File: config.mk
export PLATFORM = sky130hd
export DESIGN_NAME = lpr_retention_ctrl
export DESIGN_NICKNAME = d
export VERILOG_FILES = /design/src/rtl/lpr_pkg.sv /design/src/rtl/lpr_edge_det.sv /design/src/rtl/lpr_hold_reg.sv /design/src/rtl/lpr_rst_timer.sv /design/src/rtl/lpr_retention_ctrl.sv
export SDC_FILE = /design/constraint.sdc
export NUM_CORES = 1
export LEC_CHECK = 0
export BUFFER_PORTS_ARGS = -buffer_cell sky130_fd_sc_hd__buf_2
export CAP_MARGIN = 25
export CORE_ASPECT_RATIO = 0.75
export CORE_MARGIN = 5
export CORE_UTILIZATION = 45
export DETAILED_ROUTE_END_ITERATION = 8
export PLACE_DENSITY = 0.87
export SLEW_MARGIN = 10
export SYNTH_ARGS = -nofsm -noshare
export SYNTH_HDL_FRONTEND = slang
export SYNTH_SLANG_ARGS = --single-unit
File: constraint.sdc
create_clock -name clk -period 1.9 [get_ports clk]
set_clock_uncertainty 0.05 [all_clocks]
set_input_delay 0.285 -clock clk [delete_from_list [all_inputs] [get_ports clk]]
set_output_delay 0.285 -clock clk [all_outputs]
set_load 0.01 [all_outputs]
File: src/rtl/lpr_pkg.sv
package lpr_pkg;

  localparam int NSRC = 4;

  typedef enum logic [1:0] {
    ST_AWAKE = 2'd0,
    ST_SLEEP = 2'd1,
    ST_WAIT  = 2'd2,
    ST_RESET = 2'd3
  } lpr_state_e;

  // wake causes: enabled flags in the low bits, pin edge on top
  function automatic logic [NSRC:0] wake_hits(input logic            pin_rise,
                                              input logic [NSRC-1:0] set,
                                              input logic [NSRC-1:0] en);
    return {pin_rise, set & en};
  endfunction

  // pending-flag update: acknowledge only when allowed, raise always,
  // then drop disabled bits when sleep is being entered
  function automatic logic [NSRC-1:0] next_flags(input logic [NSRC-1:0] cur,
                                                 input logic [NSRC-1:0] set,
                                                 input logic [NSRC-1:0] ack,
                                                 input logic            ack_ok,
                                                 input logic            entering,
                                                 input logic [NSRC-1:0] keep);
    logic [NSRC-1:0] f;
    f = (cur & ~(ack_ok ? ack : '0)) | set;
    if (entering) f = f & keep;
    return f;
  endfunction

endpackage

File: src/rtl/lpr_edge_det.sv
module lpr_edge_det (
  input  logic clk,
  input  logic rst_n,
  input  logic sig_i,
  output logic rise_o
);
  logic prev_q;

  always_ff @(posedge clk or negedge rst_n) begin
    if (!rst_n) prev_q <= 1'b0;
    else        prev_q <= sig_i;
  end

  assign rise_o = sig_i & ~prev_q;
endmodule

File: src/rtl/lpr_hold_reg.sv
module lpr_hold_reg #(
  parameter int W = 4
) (
  input  logic         clk,
  input  logic         rst_n,
  input  logic         freeze_i,
  input  logic [W-1:0] d_i,
  output logic [W-1:0] q_o
);
  always_ff @(posedge clk or negedge rst_n) begin
    if (!rst_n)         q_o <= '0;
    else if (!freeze_i) q_o <= d_i;
  end
endmodule

File: src/rtl/lpr_rst_timer.sv
module lpr_rst_timer #(
  parameter int CYC = 4
) (
  input  logic clk,
  input  logic rst_n,
  input  logic active_i,
  output logic last_o
);
  localparam int CW = (CYC < 2) ? 1 : $clog2(CYC);

  logic [CW-1:0] cnt_q;

  always_ff @(posedge clk or negedge rst_n) begin
    if (!rst_n)         cnt_q <= '0;
    else if (!active_i) cnt_q <= '0;
    else if (!last_o)   cnt_q <= cnt_q + 1'b1;
  end

  assign last_o = active_i && (cnt_q == CW'(CYC - 1));
endmodule

File: src/rtl/lpr_retention_ctrl.sv
module lpr_retention_ctrl
  import lpr_pkg::*;
#(
  parameter int IO_W    = 8,
  parameter int RST_CYC = 4
) (
  input  logic              clk,
  input  logic              rst_n,
  input  logic              reg_off_i,
  input  logic              sleep_cmd_i,
  input  logic              rtc_hold_i,
  input  logic [NSRC-1:0]   ie_i,
  input  logic [IO_W-1:0]   io_i,
  input  logic [NSRC-1:0]   flag_set_i,
  input  logic [NSRC-1:0]   flag_ack_i,
  input  logic              wake_pin_i,
  input  logic              lock_clr_i,
  input  logic              reg_rdy_i,
  output logic              reg_en_o,
  output logic              core_rst_o,
  output logic              core_clk_en_o,
  output logic              osc_run_o,
  output logic              lock_o,
  output logic [NSRC-1:0]   ie_o,
  output logic [IO_W-1:0]   io_o,
  output logic [NSRC-1:0]   flag_o,
  output logic [NSRC:0]     wake_src_o
);

  lpr_state_e      state_q, state_d;
  logic            lock_q, lock_d;
  logic [NSRC-1:0] flags_q, flags_d;
  logic [NSRC:0]   src_q, src_d;

  // named internal events (also used by the checker)
  logic            awake;
  logic            entry_ok;
  logic            unlock;
  logic            pin_rise;
  logic [NSRC:0]   hits;
  logic            wake_evt;
  logic            rst_phase;
  logic            rst_last;

  lpr_edge_det u_pin_edge (
    .clk    (clk),
    .rst_n  (rst_n),
    .sig_i  (wake_pin_i),
    .rise_o (pin_rise)
  );

  lpr_hold_reg #(.W(NSRC)) u_ie_hold (
    .clk      (clk),
    .rst_n    (rst_n),
    .freeze_i (lock_q),
    .d_i      (ie_i),
    .q_o      (ie_o)
  );

  lpr_hold_reg #(.W(IO_W)) u_io_hold (
    .clk      (clk),
    .rst_n    (rst_n),
    .freeze_i (lock_q),
    .d_i      (io_i),
    .q_o      (io_o)
  );

  lpr_rst_timer #(.CYC(RST_CYC)) u_rst_timer (
    .clk      (clk),
    .rst_n    (rst_n),
    .active_i (rst_phase),
    .last_o   (rst_last)
  );

  assign awake     = (state_q == ST_AWAKE);
  assign rst_phase = (state_q == ST_RESET);
  assign entry_ok  = awake && reg_off_i && sleep_cmd_i && !lock_q;
  assign unlock    = awake && lock_clr_i && lock_q;
  assign hits      = wake_hits(pin_rise, flag_set_i, ie_o);
  assign wake_evt  = (state_q == ST_SLEEP) && (|hits);

  always_comb begin
    state_d = state_q;
    unique case (state_q)
      ST_AWAKE: if (entry_ok)  state_d = ST_SLEEP;
      ST_SLEEP: if (wake_evt)  state_d = ST_WAIT;
      ST_WAIT:  if (reg_rdy_i) state_d = ST_RESET;
      ST_RESET: if (rst_last)  state_d = ST_AWAKE;
      default:                 state_d = ST_AWAKE;
    endcase
  end

  always_comb begin
    lock_d = lock_q;
    if (entry_ok)    lock_d = 1'b1;
    else if (unlock) lock_d = 1'b0;
  end

  always_comb begin
    src_d = src_q;
    if (wake_evt)    src_d = hits;
    else if (unlock) src_d = '0;
  end

  assign flags_d = next_flags(flags_q, flag_set_i, flag_ack_i, awake, entry_ok, ie_i);

  always_ff @(posedge clk or negedge rst_n) begin
    if (!rst_n) begin
      state_q <= ST_AWAKE;
      lock_q  <= 1'b0;
      flags_q <= '0;
      src_q   <= '0;
    end else begin
      state_q <= state_d;
      lock_q  <= lock_d;
      flags_q <= flags_d;
      src_q   <= src_d;
    end
  end

  assign reg_en_o      = (state_q != ST_SLEEP);
  assign core_rst_o    = !awake;
  assign core_clk_en_o = awake;
  assign osc_run_o     = (state_q != ST_SLEEP) || !rtc_hold_i;
  assign lock_o        = lock_q;
  assign flag_o        = flags_q;
  assign wake_src_o    = src_q;

endmodule

==> run metrics <==
synth top area cells dfrtp_1, mux2_2, ha_1; clock tree buffer depth 2; Worst Path Class, Setup reg2reg; share of layout cells above drive strength 1 51.9%; crit path max fanout 6; largest net degree at the start of global routing 28; GR Util All Layers 15.8%; register area 676 µm²; P_leak 0.792 nW; Setup crit end kind flop; Reg-to-Reg Start state_q[1]$_DFFE_PN0P_; Core ar. 2560 µm²; I/O Pins 54; vias in the first global route 1036; Die Area 3750 µm²; Clock transition at path regs 0.15 ns; Die Span X 69.1 µm; Synth Instances 92; Nets 188; Worst slew margin 60.2%; Routed Antenna Nets 0; Critical-path top delay cell dfrtp_1; Seq cells post-synth 27; final worst slack 0.0703 ns; setup violators final 0; Clock Latency Late Sink 0.32 ns; register area share after synthesis 57.3%; min cycle time layout 1.83 ns; Avg Vias per Cell 5.11; Setup WS pre-CTS 0.0283 ns; Data arrival, critical path 2.01 ns; DP Cell Count 181; ant diodes 0; run status finished clean; Hold WC Path Type in2reg; Die H 54.3 µm; Max VDD drop 0.000689 V; GPL Wtd Cong 0.822; CTS H-Tree Depth 1; worst reg2reg endpoint state_q[1]$_DFFE_PN0P_; drc violations 0; initial antenna violation count 0; non-filler cells, final 190; Worst setup SP type flop; EDFF count, synth 0; # rows 16; Max Slew Vio Count 0; Max-Cap Viols 0; Worst Path Required 2.08 ns; area occupied by multi-input gates 467 µm²; Synth cell types 22; Synth Net Count 125; flop-to-flop setup slack 0.07 ns; Syn Area/Cell 12.8 µm²; Synth top area share 57.3%; crit-path cells inv_1 -> ha_2 -> nand4b_4 -> a222oi_1 -> o21ai_2 -> mux2_4; Hold Path Origin wake_pin_i; TritonCTS clock tree done; WL/cell 14.9 µm; worst hold stages 1; First-pass DRT Iterations 5; TNS Setup 0 ns; Pwr Density 1450 nW/µm²; port bufs 53; Least-Margin Pin Slew 0.597 ns; total grt overflow 0; Mapped Area 1180 µm²; WL final 2.84 mm; Largest stage delay, worst path 0.44 ns; clock sinks 27; worst hold endpoint u_pin_edge.prev_q$_DFF_PN0_; Reg2Reg Depth 6; crit share post-route 96.3%; final count of hold timing violations 0; via count 970; first-pass GRT wire length 4.71 mm; Tot Pwr 0.00226 W; CTS buffer count 3; Yosys warnings 0; Starting Density 46.0%; Fillers 235; initial DRC count 38; Post-DP HPWL 2.27 mm; Highest Clock Rate 0.547 GHz; Synth async-reset ratio 100%; root buf cell clkbuf_4; area leader, netlist dfrtp_1; ys flop type dfrtp_1; Area growth, synth to finish 32.2%
## cells in the final DEF (no fill, tap or decap), types with 2 or more instances in the layout
master,netlist,final
a21oi_1,4,4
clkbuf_4,0,3
a222oi_1,2,2
ha_1,5,4
buf_2,1,53
a2bb2o_1,2,2
mux2_2,12,12
inv_1,6,5
a32o_1,3,3
buf_4,0,6
mux2i_1,2,2
dfrtp_1,27,27
nand2_1,9,9
nor2_1,9,9
## critical path: cells and delay by family, from the launching register on
family	cells	cell delay (ns)
adder cells (fa/ha/maj)	1	0.21
flip-flops	1	0.44
multiplexers	1	0.31
AND/OR/NAND/NOR	1	0.14
buffers and inverters	1	0.09
AO/OA/AOI/OAI	2	0.49
## cells in the mapped netlist, drive strengths merged, types with 2 or more instances
cell / n
a21oi: 4
inv: 6
mux2i: 2
dfrtp: 27
buf: 2
a222oi: 2
nor2: 9
a2bb2o: 2
nand2: 9
ha: 5
mux2: 13
a32o: 3
## report_power, final
part	switching (W)	internal, W	total, W
clock network	0.000166	0.0000789	0.000245
logic	0.000551	0.000566	0.00112
registers	0.000124	0.000779	0.000903
total	0.000841	0.00142	0.00226
## worst max-delay path by stage
stage	startpoint	to	slack, ns	cells after the start
after floorplan	state_q[0]$_DFFE_PN0P_	state_q[1]$_DFFE_PN0P_	0.07	7
after global placement	state_q[0]$_DFFE_PN0P_	state_q[1]$_DFFE_PN0P_	0.19	6
after detailed placement	state_q[0]$_DFFE_PN0P_	state_q[1]$_DFFE_PN0P_	0.03	6
after CTS	state_q[0]$_DFFE_PN0P_	state_q[1]$_DFFE_PN0P_	0.006	6
after global routing	state_q[1]$_DFFE_PN0P_	state_q[0]$_DFFE_PN0P_	-0.01	7
final	state_q[1]$_DFFE_PN0P_	state_q[1]$_DFFE_PN0P_	0.07	6
## timing repair
item	4_1_cts	5_1_grt
setup buffers	0	4
gates resized for setup	0	2
hold buffers	1	0
setup endpoints to repair	0	2
hold endpoints to repair	27	0
## layout make-up
| cell class | instances | area share, % |
|---|---|---|
| flip-flops and latches | 27 | 43.4 |
| multi-input cells | 57 | 30.0 |
| repair buffers | 60 | 20.6 |
| well taps | 36 | 2.89 |
| clock buffers | 3 | 1.45 |
| inverters | 6 | 1.45 |
| clock inverters | 1 | 0.321 |
## routing by layer
layer,vias to the layer above,part of all wire [%],track usage [%]
met5,-,0,0
li1,449,-,-
met3,4,6.8,5.87
met2,31,52,30.4
met1,486,41,17.7
met4,0,0.74,1.95
## stage by stage
stage	util, %	area, µm²	hold slack [ns]
floorplan	-	1180	-0.0606
global placement	58.1	1490	0.257
detailed placement	58.1	1490	0.277
CTS	59.5	1530	0.0144
global route	60.8	1560	0.0110
finish	60.8	1560	0.0175
## flip-flops by register name (all words and copies together) (netlist names)
register / flops
u_rst_timer.cnt_q: 2
u_pin_edge.prev_q: 1
u_ie_hold.q_o: 4
u_io_hold.q_o: 8
state_q: 2
flag_o: 4
wake_src_o: 5
lock_o: 1
## cell families after synthesis
family                     Yosys count  synth area share, %
AOI/OAI and AO/OA                   13                 9.13
buffers and inverters                8                 3.29
and+or+nand+nor                     23                 9.77
xor gates and xnor gates             1                0.743
adders and majority gates            5                 5.31
muxes                               15                 14.4
DFF                                 27                 57.3
Power figures use the tool's default switching activity.
